`src/rtl/trap_deleg_pkg.sv`:
```
package trap_deleg_pkg;
  typedef enum logic [1:0] {
    PRIV_U = 2'b00,
    PRIV_S = 2'b01,
    PRIV_M = 2'b11
  } priv_e;

  localparam logic SEL_EXC = 1'b0;
  localparam logic SEL_IRQ = 1'b1;
endpackage

```
`src/rtl/deleg_mask_reg.sv`:
```
module deleg_mask_reg #(
  parameter int XLEN = 32
) (
  input  logic            clk,
  input  logic            rst_n,
  input  logic            wr_en,
  input  logic [XLEN-1:0] wr_data,
  input  logic [XLEN-1:0] mmask,
  output logic [XLEN-1:0] eff
);
  logic [XLEN-1:0] stored_q;

  always_ff @(posedge clk or negedge rst_n) begin
    if (!rst_n) begin
      stored_q <= '0;
    end else if (wr_en) begin
      stored_q <= wr_data & mmask;
    end
  end

  assign eff = stored_q & mmask;

  // a write can set nothing outside the written data or the machine mask
  assert_write_filtered_R2: assert property (@(posedge clk) disable iff (!rst_n)
    wr_en |=> (((stored_q & ~$past(wr_data)) == '0) && ((stored_q & ~$past(mmask)) == '0)));

  // storage holds without a write
  assert_hold_no_write_R8: assert property (@(posedge clk) disable iff (!rst_n)
    !wr_en |=> $stable(stored_q));
endmodule

```
`src/rtl/deleg_route.sv`:
```
module deleg_route
  import trap_deleg_pkg::*;
#(
  parameter int XLEN = 32,
  localparam int CW = (XLEN > 1) ? $clog2(XLEN) : 1
) (
  input  logic [1:0]      cur_priv,
  input  logic            trap_valid,
  input  logic            trap_irq,
  input  logic [CW-1:0]   trap_cause,
  input  logic [XLEN-1:0] exc_vec,
  input  logic [XLEN-1:0] irq_vec,
  output logic            to_user
);
  logic [XLEN-1:0] pick_vec;
  logic            in_user;

  always_comb begin
    pick_vec = trap_irq ? irq_vec : exc_vec;
    in_user  = (priv_e'(cur_priv) == PRIV_U);
    to_user  = trap_valid && in_user && pick_vec[trap_cause];
  end
endmodule

```
`src/rtl/trap_user_deleg.sv`:
```
module trap_user_deleg
  import trap_deleg_pkg::*;
#(
  parameter int XLEN = 32,
  parameter bit HAS_SMODE = 1'b1,
  localparam int CW = (XLEN > 1) ? $clog2(XLEN) : 1
) (
  input  logic            clk,
  input  logic            rst_n,
  input  logic [XLEN-1:0] mdeleg_exc,
  input  logic [XLEN-1:0] mdeleg_irq,
  input  logic            csr_wr_en,
  input  logic            csr_wr_sel,
  input  logic [XLEN-1:0] csr_wr_data,
  input  logic            csr_rd_sel,
  output logic [XLEN-1:0] csr_rd_data,
  input  logic [1:0]      cur_priv,
  input  logic            trap_valid,
  input  logic            trap_irq,
  input  logic [CW-1:0]   trap_cause,
  output logic            to_user
);
  logic [XLEN-1:0] exc_eff;
  logic [XLEN-1:0] irq_eff;
  logic [XLEN-1:0] route_exc;
  logic [XLEN-1:0] route_irq;

  if (HAS_SMODE) begin : g_smode
    deleg_mask_reg #(.XLEN(XLEN)) u_exc (
      .clk(clk), .rst_n(rst_n),
      .wr_en(csr_wr_en && (csr_wr_sel == SEL_EXC)),
      .wr_data(csr_wr_data), .mmask(mdeleg_exc), .eff(exc_eff)
    );
    deleg_mask_reg #(.XLEN(XLEN)) u_irq (
      .clk(clk), .rst_n(rst_n),
      .wr_en(csr_wr_en && (csr_wr_sel == SEL_IRQ)),
      .wr_data(csr_wr_data), .mmask(mdeleg_irq), .eff(irq_eff)
    );
    assign route_exc = exc_eff;
    assign route_irq = irq_eff;
  end else begin : g_no_smode
    assign exc_eff   = '0;
    assign irq_eff   = '0;
    assign route_exc = mdeleg_exc;
    assign route_irq = mdeleg_irq;
  end

  assign csr_rd_data = (csr_rd_sel == SEL_IRQ) ? irq_eff : exc_eff;

  deleg_route #(.XLEN(XLEN)) u_route (
    .cur_priv(cur_priv), .trap_valid(trap_valid), .trap_irq(trap_irq),
    .trap_cause(trap_cause), .exc_vec(route_exc), .irq_vec(route_irq),
    .to_user(to_user)
  );

  // readable bits never exceed the live machine mask
  assert_read_masked_R3: assert property (@(posedge clk) disable iff (!rst_n)
    (csr_rd_data & ~((csr_rd_sel == SEL_IRQ) ? mdeleg_irq : mdeleg_exc)) == '0);

  // user delivery only for a valid trap taken in user mode
  assert_user_only_R5: assert property (@(posedge clk) disable iff (!rst_n)
    to_user |-> (trap_valid && (cur_priv == 2'b00)));

  // delivery implies the delegating bit is set in the machine mask
  assert_machine_gate_R6: assert property (@(posedge clk) disable iff (!rst_n)
    to_user |-> (trap_irq ? mdeleg_irq[trap_cause] : mdeleg_exc[trap_cause]));

  if (!HAS_SMODE) begin : g_chk_no_s
    // without supervisor mode the CSR view is empty
    assert_no_s_zero_R7: assert property (@(posedge clk) disable iff (!rst_n)
      csr_rd_data == '0);
  end
endmodule

```
`config.mk`:
```
export PLATFORM = sky130hd
export DESIGN_NAME = trap_user_deleg
export DESIGN_NICKNAME = d
export VERILOG_FILES = /design/src/rtl/trap_deleg_pkg.sv /design/src/rtl/deleg_mask_reg.sv /design/src/rtl/deleg_route.sv /design/src/rtl/trap_user_deleg.sv
export SDC_FILE = /design/constraint.sdc
export NUM_CORES = 1
export LEC_CHECK = 0
export BUFFER_PORTS_ARGS = -buffer_cell sky130_fd_sc_hd__buf_2
export CORE_MARGIN = 10
export CORE_UTILIZATION = 33
export CTS_BUF_LIST = sky130_fd_sc_hd__clkbuf_8
export CTS_CLUSTER_SIZE = 16
export DETAILED_ROUTE_END_ITERATION = 12
export PLACE_DENSITY_LB_ADDON = 0.2
export SYNTH_ARGS = -nofsm -noshare
export SYNTH_HDL_FRONTEND = slang
export SYNTH_SLANG_ARGS = --single-unit
export TNS_END_PERCENT = 20
```
`constraint.sdc`:
```
create_clock -name clk -period 2.3 [get_ports clk]
set_input_delay 0.115 -clock clk [delete_from_list [all_inputs] [get_ports clk]]
set_output_delay 0.115 -clock clk [all_outputs]
set_load 0.03 [all_outputs]
```
== Word-level counts from Yosys, hierarchy flattened ==
Index checks and enable logic that the tools add are counted.

* Equality and inequality tests: 0
* Muxes and demuxes: 4
* Shifts and indexed selects: 0
* $mul: 0
* Divide/modulo/power cells: 0
* $lt $le $gt $ge: 1
* Reductions and logical operators: 5
* Bitwise operators: 5
* Add/subtract/negate cells: 0

{| class="wikitable"
|+ Operators with widths
! kind !! count
|-
| 32-bit bitwise AND || 4
|-
| 32-bit 2-to-1 mux || 2
|-
| 5-bit by 6-bit < comparator with 1-bit output, second input constant || 1
|-
| 1-bit binary-select mux with 5-bit select || 1
|-
| 1-bit logical AND || 4
|-
| 2-bit zero test || 1
|-
| 1-bit 2-to-1 mux || 1
|-
| 1-bit inverter || 1
|}

* Bits in latches: 0
* ROM bits: 0
* RAM bits: 0
* Memories: 0
* Bits in registers: 64
* Output and inout bits: 33
* Input port bits: 110

== Logic depth before layout (Yosys ltp) ==
Gate-level depths: netlist (run 1).

* Word-level depth: 5
* Mapped depth: 8

== Hierarchy ==
A second synthesis (run 1) with hierarchy kept.

* Cell total of the unflattened synthesis: 416
* Area, all modules: 4770.8 µm²

{| class="wikitable"
|+ Modules (own cells, without submodules)
! module !! area each (µm²) !! cells an instance !! times used
|-
| deleg_mask_reg || 1791.7 || 167 || 2
|-
| deleg_route || 630.6 || 44 || 1
|-
| trap_user_deleg || 556.8 || 38 || 1
|}

== Worst setup path after synthesis (run 1) ==
No wires, ideal clock.

* Path type: register to output
* Start: reg g_smode.u_irq.stored_q[24]
* End: out to_user
* Slack: 0.438 ns
* Stages on the path, launching flop included: 7
* Arrival: 1.747 ns
* Required time: 2.185 ns
* Path through: dfrtp_1 > nand2_1 > mux4_2 > or3_1 > nand4b_1 > o31ai_1 > o21ai_1

* Cells in the longest elaborated chain, start to end: 5

{| class="wikitable"
|+ Ends and longest elaborated chain
! element !! RTL line !! text
|-
| start: declaration || deleg_mask_reg.sv:11 || <nowiki>logic [XLEN-1:0] stored_q;</nowiki>
|-
| start signal: assignment || deleg_mask_reg.sv:17 || <nowiki>stored_q <= wr_data & mmask;</nowiki>
|-
| 32-bit bitwise AND || deleg_mask_reg.sv:21 || <nowiki>assign eff = stored_q & mmask;</nowiki>
|-
| 32-bit 2-to-1 mux || deleg_route.sv:19 || <nowiki>pick_vec = trap_irq ? irq_vec : exc_vec;</nowiki>
|-
| 1-bit binary-select mux with 5-bit select || deleg_route.sv:21 || <nowiki>to_user = trap_valid && in_user && pick_vec[trap_cause];</nowiki>
|-
| 1-bit 2-to-1 mux (not written as such) || deleg_route.sv:21 ||
|-
| 1-bit logical AND || deleg_route.sv:21 ||
|-
| end: declaration || trap_user_deleg.sv:21 || <nowiki>output logic to_user</nowiki>
|}

Every way passes these cells. The select of a mux whose other input is x is not followed.

== Worst setup path in the final report (run 1) ==
* Start: reg g_smode.u_irq.stored_q[26]
* End: out to_user

Same word-level chain as after synthesis.

==> summary.txt, run 1 <==
Synthesis
  – Post-synth EDFFs: 0
  – Top post-synthesis cells by area: dfrtp_1 44%, nand2_1 18%, o21ai_0 15%, nand3_1 8.7%, o211ai_1 3.1%
  – FFs w/ async S/R, synth: 100%
  – Synth warn: 0
  – Synth Cell Area: 3610 sq um
  – Post-synth top area share: between 40% and 50%
  – Syn_nets: 599
  – Post-synthesis register bit count: 64
  – Count leader, synth: nand2_1
  – Cells after synthesis: 489
  – Unique masters post-synth: 26
  – Synth top cells by count: 174 x nand2_1, 109 x o21ai_0, 64 x dfrtp_1
  – Sequential-to-total area share from yosys stat: 44.3%
  – Mean Syn Cell Area: 7.39 sq um
  – Ys flop type: dfrtp_1
  – Area leader, netlist: dfrtp_1

Drt
  – Via Count: 3901
  – Number of detailed-route iterations in the first pass: 5
  – 1st-iter DRT viols: 240
  – Wire length per cell: between 15 and 20 microns
  – Drt drc: 0
  – Post-DR vias/cell: between 5 and 6
  – Final ANT Viol Nets: 0
  – Overall routed net length: about 13 mm

Die
  – Die Y: about 120 microns
  – Std cell rows: 38
  – Die width: 125 microns
  – Core ar.: 10800 sq um
  – Ports: 143
  – Initial Utilization: 33.5%
  – DIE AREA: 15500 sq um

Final layout
  – Number of diodes: 0
  – Area grow syn2layout: 30.8%
  – Final non-filler cell total: about 770
  – Final #Nets: 736
  – Layout cells sized above 1: 27.6%

Placement
  – Setup WS pre-CTS: about 0.39 ns
  – Placed cell count: 751
  – HPWL after detailed placement: 10.0 mm
  – Port Buffers: 142
  – Final Wtd Congestion: 0.823

Timing
  – Slew Limit Fails: 0
  – Post-layout min period: roughly 2.2 ns
  – Rel. slew slack: 57.0%
  – Crit share post-route: a little over nine tenths
  – Layout Skew: 0 ns
  – Post-Route Setup TNS: 0 ns
  – Fmax: roughly 460 MHz
  – Worst-margin pin slew: 0.645 ns
  – RSZ-0062 raised after global routing: true
  – Hold Fails Final Rpt: 0
  – Final worst slack: 0.124 ns
  – Final setup violation count: 0

Status
  – Outcome: complete, no violations

Global route
  – First-pass GRT wire length: 20.7 mm
  – Largest net degree at the start of global routing: 38
  – Remaining global-route overflow: 0
  – Antenna violations before repair: 0
  – Total GRT Usage: 16.1%
  – Vias in the first global route: 3982

Worst setup path
  – CP arrival: 2.06 ns
  – CP Class: reg -> out
  – Max FO, Critical Path: 3
  – Critical Path Sink Type: output port
  – CP startpoint kind: flop
  – Critical path required time: 2.18 ns

Power
  – Worst IR Drop VDD: 324 uV
  – LEAKAGE: 2.21 nW
  – Power per standard cell area: 620 nW/um^2

Clock tree
  – CTS buffer count: 9
  – Worst-path clk slew: roughly 0.07 ns
  – CTS tree: built
  – Htree depth: 3
  – Clk_lat worst skew: 0.34 ns
  – CTS Buffer Depth: 2
  – TritonCTS Sinks: 64
  – Clock root buffer: clkbuf_8

Worst hold path
  – Hold Path Class: in -> reg

Job
  – Max_cap viols: 0
## per-stage QoR
step           instance area, sq um  hold WS, ns  total power [mW]  util, %
2_1_floorplan                  3610       -0.181              1.66        -
3_3_place_gp                   4480        0.140              1.94     41.5
3_5_place_dp                   4480        0.146              1.96     41.5
4_1_cts                        4710      0.00451              2.97     43.7
5_1_grt                        4730       0.0163              3.10     43.8
6_report                       4730       0.0229              2.93     43.8
## where the power goes
group | switching, mW | internal [mW] | total [mW]
combinational | 0.391 | 0.224 | 0.616
sequential | 0.0783 | 1.24 | 1.32
clock | 0.445 | 0.549 | 0.994
total | 0.915 | 2.02 | 2.93
## what timing repair did
item,in CTS,in global routing
setup endpoints to repair,0,1
endpoints found under the hold margin,25,0
hold buffers,3,0
setup buffers,0,1
gates resized for setup,0,3
## worst max-delay path: stages, from the launching register on
cell and delay [ns]:
dfrtp_1 0.37, nand2_1 0.06, mux4_2 0.45, or3_1 0.32, nand4b_1 0.13, o31ai_2 0.08, o21ai_1 0.12, buf_4 0.18
## cells by family after synthesis
group / synth area share (%)
flip-flops: 44.3
buffers and inverters: 3.57
AO/OA/AOI/OAI: 21.5
multiplexers: 1.87
AND/OR/NAND/NOR: 28.8
## final timing paths
check                                           start                         end  slack (ns)  cells after the start
setup / recovery           g_smode.u_irq.stored_q[26]                     to_user        0.12                      7
hold / removal                        csr_wr_data[23]  g_smode.u_irq.stored_q[23]        0.02                      3
setup reg to reg           g_smode.u_exc.stored_q[24]  g_smode.u_exc.stored_q[24]        1.54                      3
hold reg to reg             g_smode.u_exc.stored_q[4]   g_smode.u_exc.stored_q[4]        0.48                      2
max in group asynchronous                       rst_n  g_smode.u_exc.stored_q[17]        1.23                      3
min in group asynchronous                       rst_n   g_smode.u_exc.stored_q[1]        0.30                      2
## layer usage
layer	part of all wire [%]	wire length, microns	GRT usage [%]	vias to the layer above
met5	0	0	0	-
met1	45	5780	20.0	1792
li1	-	-	-	1968
met2	47	6060	25.9	132
met4	0.82	105	5.21	0
met3	6.5	826	5.11	9
## layout by cell type, fill, tap and decap left out, drive strengths merged, types with 2 or more instances in the layout
cell type / count
a21oi: 3
o311ai: 2
dfrtp: 64
clkbuf: 11
o2111ai: 4
nor2: 4
buf: 152
a211oi: 2
inv: 6
nand2: 174
nand3b: 3
o211ai: 15
dlygate4sd3: 3
nand2b: 2
nand3: 63
mux4: 3
o21ai: 110
clkinv: 2
## area by class of cell
type / instances / area (sq um)
Clock buffer: 11 / 151
Clock inverter: 5 / 47.5
Fill cell: 1109 / 6060
Inverter: 4 / 15.0
Multi-Input combinational cell: 392 / 1890
Sequential cell: 64 / 1600
Tap cell: 140 / 175
Timing Repair Buffer: 155 / 843
## flip-flops by register name (all words and copies together) (netlist names)
name                    count
g_smode.u_irq.stored_q     32
g_smode.u_exc.stored_q     32
No activity file was read; power rests on OpenSTA's default activity.
==> run 2: changes to the inputs <==
--- a/config.mk
+++ b/config.mk
@@ -6,7 +6,7 @@
 export NUM_CORES = 1
 export LEC_CHECK = 0
 export BUFFER_PORTS_ARGS = -buffer_cell sky130_fd_sc_hd__buf_2
-export CORE_MARGIN = 10
+export CORE_MARGIN = 2
 export CORE_UTILIZATION = 33
 export CTS_BUF_LIST = sky130_fd_sc_hd__clkbuf_8
 export CTS_CLUSTER_SIZE = 16
==> run 2 against run 1 <==
Final area increased by 0.58%; maximum frequency down 5.0%; routed wire length fell by 11%; worst setup slack got worse by 0.11 ns; power about the same; register-to-register slack better by 0.06 ns; clock skew did not move; critical path depth unchanged; die area is 24% lower; global-route usage grew 3.9 points; sequential power about the same; combinational power barely moved; critical path type unchanged; critical endpoint unchanged.
==> summary.txt, run 2 (synthesized netlist as in run 1, its figures left out) <==
Global route
  – Vias in the first global route: 3696
  – Total GRT Usage: 20.1%
  – Remaining global-route overflow: 0
  – Antenna violations before repair: 0
  – First-pass GRT wire length: 18.0 mm
  – Largest net degree at the start of global routing: 65

Power
  – Seq pwr share: between 40% and 50%
  – Worst IR Drop VDD: ~270 uV
  – Clock network power share: 34.1%
  – Power per standard cell area: 616 nW/um^2
  – Comb pwr share: 20.9%
  – Int Power: 2.02 mW
  – LEAKAGE: between 2 and 2.5 nW
  – Sw Share: 31.2%
  – Switching pwr: 0.914 mW
  – Tot Pwr: 2.93 mW

Final layout
  – Commonest non-fill, non-tap cell in the layout: nand2_1
  – Area grow syn2layout: 31.6%
  – Final non-filler cell total: 773
  – Multi-input logic area: 1900 sq um
  – # fillers: 1110
  – Fin util: 44.3%
  – Largest registers: g_smode.u_exc.stored_q (32), g_smode.u_irq.stored_q (32)
  – Layout cells sized above 1: 27.3%
  – Final Cell Area: 4760 sq um
  – FF/Latch Area: 1600 sq um
  – Number of diodes: 0
  – Final #Nets: 738
  – Commonest non-fill, non-tap cells in the layout: 172 x nand2_1, 141 x buf_2, 109 x o21ai_0

Drt
  – Final ANT Viol Nets: 0
  – Number of detailed-route iterations in the first pass: 4
  – Drt drc: 0
  – Detailed-routed wire length on met3: 687 microns
  – Overall routed net length: 11.4 mm
  – Wire length per cell: 14.7 microns
  – Via Count: slightly below 4000
  – Routed met1 length: 5.25 mm
  – 1st-iter DRT viols: between 200 and 300
  – Uppermost routed layer: met4
  – DR WL met2: approximately 5.3 mm
  – Post-DR vias/cell: 5.06

Worst setup path
  – CP Class: reg -> out
  – CP startpoint kind: flop
  – Worst R2R End: g_smode.u_exc.stored_q[23]
  – Slowest CP cell: mux4_2
  – Max FO, Critical Path: 2
  – Crit-path max cell delay: 0.45 ns
  – Critical Path Sink Type: output port
  – Critical path required time: 2.18 ns
  – Family with the most delay on the worst path: simple AND/OR/NAND/NOR gates
  – Worst-path cell chain: nand2_2 -> mux4_2 -> or3_1 -> nand4b_1 -> o31ai_2 -> o21ai_1 -> buf_4
  – Worst r2r src: g_smode.u_exc.stored_q[23]
  – R2R setup slack: 1.60 ns
  – CP arrival: around 2.2 ns
  – Crit path buffers/inverters: 1
  – Worst R2R Path Depth: 2

Placement
  – Final Wtd Congestion: 0.798
  – HPWL after detailed placement: about 8.4 mm
  – Setup WS pre-CTS: 0.302 ns
  – Port Buffers: around 140
  – Placed cell area: 4480 sq um
  – Placed cell count: 750

Die
  – Initial Utilization: between 30% and 40%
  – Std cell rows: 38
  – Ports: 143
  – Die Y: ~110 microns
  – DIE AREA: 11800 sq um
  – Core ar.: 10700 sq um
  – Die width: about 110 microns

Timing
  – Hold Fails Final Rpt: 0
  – Final hold slack: approximately 0.0095 ns
  – Worst-margin pin slew: roughly 0.60 ns
  – Rel. slew slack: 60.0%
  – Layout Skew: 0 ns
  – Final worst slack: 0.0105 ns
  – Fmax: ~440 MHz
  – Post-layout min period: 2.29 ns
  – RSZ-0062 raised after global routing: true
  – Crit share post-route: 99.5%
  – Final setup violation count: 0
  – Slew Limit Fails: 0
  – Post-Route Setup TNS: 0 ns

Status
  – Outcome: complete, no violations

Clock tree
  – CTS tree: built
  – Worst-path clk slew: 0.07 ns
  – Setup bufs post-CTS: 0
  – TritonCTS Sinks: 64
  – Clk_lat worst skew: 0.35 ns
  – Htree depth: 3
  – Clock root buffer: clkbuf_8
  – CTS buffer count: 9
  – CTS Buffer Depth: 2

Worst hold path
  – Hold path startpoint: csr_wr_data[5]
  – Endpoint, Worst Hold: g_smode.u_irq.stored_q[5]
  – Hold Path Class: in -> reg
  – Hold depth: 3

Job
  – Max_cap viols: 0
## run 2: cell types whose count changed in the layout (fill, tap and decap cells not counted)
cell           before  now
dlygate4sd3_1       3    7
nand2_2             1    2
nand2_1           173  172
buf_4               9    7
## run 2: area by class of cell
type	count	area share (%)
Clock buffer	11	3.18
Inverter	4	0.316
Multi-Input combinational cell	392	39.9
Sequential cell	64	33.7
Tap cell	140	3.68
Clock inverter	5	1.00
Timing Repair Buffer	157	18.3
## run 2: how the worst max path moves through the flow
| stage | from | endpoint | slack [ns] | depth (start not counted) |
|---|---|---|---|---|
| 3_3_place_gp | trap_irq | to_user | 0.28 | 8 |
| 3_5_place_dp | trap_irq | to_user | 0.30 | 8 |
| 4_1_cts | g_smode.u_exc.stored_q[24] | to_user | 0.006 | 7 |
| 5_1_grt | g_smode.u_exc.stored_q[24] | to_user | -0.10 | 7 |
| 6_report | g_smode.u_exc.stored_q[24] | to_user | 0.01 | 7 |
| 2_1_floorplan | g_smode.u_irq.stored_q[24] | to_user | 0.44 | 6 |
## run 2: worst register-to-register path: stages (launching register included)
cell and delay [ns]:
dfrtp_1 0.41, nand2_1 0.06, o21ai_0 0.09
## run 2: power groups by stage
stage / combinational, mW / sequential, mW / clock [mW]
floorplan: 0.336 / 1.32 / 0
global placement: 0.600 / 1.33 / 0
detailed placement: 0.607 / 1.34 / 0
CTS: 0.619 / 1.32 / 1.02
global route: 0.689 / 1.34 / 1.08
finish: 0.613 / 1.32 / 0.999
## run 2: per-layer routing
metal / track usage [%] / vias up
met5: 0 / -
met4: 6.96 / 0
met3: 4.36 / 12
met2: 33.1 / 121
met1: 26.0 / 1803
li1: - / 1977
## run 2: what timing repair did
action	CTS	global route
hold buffers	7	0
endpoints found under the setup margin	1	1
resized for setup	1	2
gates cloned	0	0
endpoints found under the hold margin	21	0
pin swaps	1	1
==> run 3: changes to the inputs <==
--- a/config.mk
+++ b/config.mk
@@ -14,5 +14,6 @@
 export PLACE_DENSITY_LB_ADDON = 0.2
 export SYNTH_ARGS = -nofsm -noshare
 export SYNTH_HDL_FRONTEND = slang
+export SYNTH_HIERARCHICAL = 1
 export SYNTH_SLANG_ARGS = --single-unit
 export TNS_END_PERCENT = 20
==> run 3 against run 2 <==
The run now ends with negative setup slack left; clock power decreased by 9.1%; count of clock-buffer cells in the layout increased by 1; global-route usage decreased by 2.6 points; non-clock buffer count increased by 78; largest cell class unchanged; highest routed layer unchanged.
==> summary.txt, run 3 <==
Drt
  – Post-DR vias/cell: 4.68
  – Wire length per cell: 15.9 microns
  – Final ANT Viol Nets: 0
  – Overall routed net length: 13.1 mm
  – Drt drc: 0
  – Number of detailed-route iterations in the first pass: 4
  – Via Count: 3851
  – 1st-iter DRT viols: 102

Placement
  – Placed cell area: 5490 sq um
  – Final Wtd Congestion: 0.804
  – Port Buffers: 142
  – Placed cell count: around 720
  – HPWL after detailed placement: 9.15 mm

Timing
  – Hold Fails Final Rpt: 0
  – Slew Limit Fails: 0
  – Post-Route Setup TNS: -0.0938 ns
  – RSZ-0062 raised after global routing: true
  – Post-layout min period: 2.39 ns
  – Crit share post-route: 104%
  – Final setup violation count: 1
  – Final worst slack: -0.0938 ns
  – Rel. slew slack: between 60% and 70%
  – Fmax: 418 MHz
  – Layout Skew: 0 ns
  – Worst-margin pin slew: about 0.49 ns

Synthesis
  – Cells after synthesis: 416
  – Top post-synthesis cells by area: dfrtp_1 34%, nand3_2 12%, o21ai_2 10%, mux2_4 9.4%, and2_1 8.7%
  – Mean Syn Cell Area: 11.5 sq um
  – Sequential-to-total area share from yosys stat: 33.6%
  – Synth Area in Adders: 0%
  – Unique masters post-synth: 27
  – Post-synth top area share: 33.6%
  – Post-synthesis register bit count: 64
  – Synth top cells by count: 66 x and2_1, 65 x inv_1, 64 x dfrtp_1
  – Compound-Gate Fraction of Synth Area: between 10% and 20%
  – Post-synth EDFFs: 0
  – FFs w/ async S/R, synth: 100%
  – Syn_nets: 526
  – Ys flop type: dfrtp_1
  – Area leader, netlist: dfrtp_1
  – Mux cell area share after synthesis: 19.5%
  – XOR/XNOR Fraction of Synth Area: 0%
  – Count leader, synth: and2_1
  – Largest family of logic cells by synthesized area: simple AND/OR/NAND/NOR gates
  – Synth warn: 6
  – Synth Cell Area: 4770 sq um
  – Simple-gate portion of the synthesized area: 22.6%

Worst setup path
  – Critical path required time: approximately 2.2 ns
  – CP Class: reg -> out
  – CP dominant cell by count: mux4_2
  – Critical Path Sink Type: output port
  – Slowest CP cell: mux4_2
  – Family with the most delay on the worst path: multiplexers
  – Crit-path max cell delay: 0.49 ns
  – CP startpoint kind: flop
  – Max FO, Critical Path: 2
  – Crit path buffers/inverters: 1
  – Worst-path cell chain: and2_1 -> mux4_2 -> mux4_2 -> a22oi_2 -> nand2_2 -> buf_6
  – CP arrival: roughly 2.3 ns

Job
  – Max_cap viols: 0

Power
  – Worst IR Drop VDD: 202 uV
  – Switching pwr: 0.999 mW
  – Int Power: between 2 and 2.5 mW
  – Power per standard cell area: 487 nW/um^2
  – Clock network power share: 28.5%
  – Seq pwr share: between 40% and 50%
  – Comb pwr share: 30.5%
  – Sw Share: 31.4%
  – LEAKAGE: about 3 nW

Clock tree
  – Clk_lat worst skew: 0.35 ns
  – TritonCTS Sinks: 64
  – Setup bufs post-CTS: 0
  – Htree depth: 3
  – Clock root buffer: clkbuf_8
  – CTS Buffer Depth: 2
  – Worst-path clk slew: approximately 0.070 ns
  – CTS tree: built
  – CTS buffer count: 9

Global route
  – Antenna violations before repair: 0
  – Largest net degree at the start of global routing: 65
  – Remaining global-route overflow: 0
  – First-pass GRT wire length: 21.5 mm
  – Vias in the first global route: 4123
  – Total GRT Usage: 17.5%

Final layout
  – Final Cell Area: roughly 6500 sq um
  – Commonest non-fill, non-tap cells in the layout: 141 x buf_2, 85 x dlygate4sd3_1, 67 x inv_1
  – Area grow syn2layout: 37.2%
  – Layout cells sized above 1: 53.9%
  – Multi-input logic area: 2640 sq um
  – # fillers: 1335
  – FF/Latch Area: 1600 sq um
  – Final non-filler cell total: slightly above 800
  – Fin util: a little under half
  – Final #Nets: ~750
  – Largest registers: g_smode.u_exc/stored_q (32), g_smode.u_irq/stored_q (32)
  – Commonest non-fill, non-tap cell in the layout: buf_2
  – Number of diodes: 0

Die
  – DIE AREA: between 15000 and 20000 sq um
  – Ports: 143
  – Initial Utilization: 34.1%
  – Die Y: 124 microns
  – Std cell rows: 43
  – Core ar.: 14000 sq um
  – Die width: 124 microns

Status
  – Failing checks: negative setup slack
  – Outcome: finished with violations

Worst hold path
  – Hold Path Class: in -> reg
[run 3: cells by family after synthesis]
logic type      count (synthesis)
compound gates                 71
buf+inv                        88
flops                          64
mux                            52
simple gates                  141
[run 3: final timing paths]
path	startpoint	end	slack (ns)	cells after the start
max	g_smode.u_irq/stored_q[10]	to_user	-0.09	6
max in group asynchronous	rst_n	g_smode.u_exc/stored_q[23]	1.39	3
min	csr_wr_data[22]	g_smode.u_irq/stored_q[22]	0.02	3
min reg2reg	g_smode.u_irq/stored_q[29]	g_smode.u_irq/stored_q[29]	0.51	2
max reg2reg	g_smode.u_irq/stored_q[16]	g_smode.u_irq/stored_q[16]	1.65	2
min in group asynchronous	rst_n	g_smode.u_exc/stored_q[4]	0.21	2
[run 3: power groups by stage]
stage / Sequential (mW) / Combinational [mW] / Clock, mW
finish: 1.31 / 0.970 / 0.908
global route: 1.32 / 1.06 / 0.982
CTS: 1.30 / 0.974 / 0.946
detailed placement: 1.32 / 0.853 / 0
global placement: 1.32 / 0.845 / 0
floorplan: 1.31 / 0.603 / 0
[run 3: final cells by class]
class                      instances  area share (%)
clock buffer                      12            2.52
multi-input combinational        264            40.3
clock inverter                     2           0.115
timing repair buffer             235            25.4
inverter                          65            3.73
tap                              180            3.44
sequential                        64            24.5
[run 3: metal layers]
layer  GRT usage, %  wire length, microns  vias up
met5              0                     0        -
met4           6.21                   214        0
met3           4.17                   650       16
met2           29.0                  6220      101
met1           22.3                  6020     1868
li1               -                     -     1866
[run 3: what timing repair did]
item / in CTS / in global routing
endpoints found under the hold margin: 77 / 0
setup endpoints to repair: 1 / 1
resized for setup: 26 / 7
hold buffers: 85 / 0
pin swaps: 10 / 0
[run 3: stage by stage]
| stage | hold WS [ns] | worst slack [ns] | power, mW |
|---|---|---|---|
| floorplan | -0.181 | 0.312 | 1.91 |
| global route | 0.00729 | -0.164 | 3.36 |
| finish | 0.0180 | -0.0938 | 3.18 |
| detailed placement | 0.0687 | 0.0466 | 2.18 |
| global placement | 0.0675 | 0.0787 | 2.16 |
| CTS | 0.0000317 | -0.130 | 3.23 |
[run 3: worst register-to-register path: cells and delay by family, from the launching register on]
| family | cells | cell delay, ns |
|---|---|---|
| compound gates | 1 | 0.07 |
| buf+inv | 1 | 0.09 |
| flops | 1 | 0.38 |
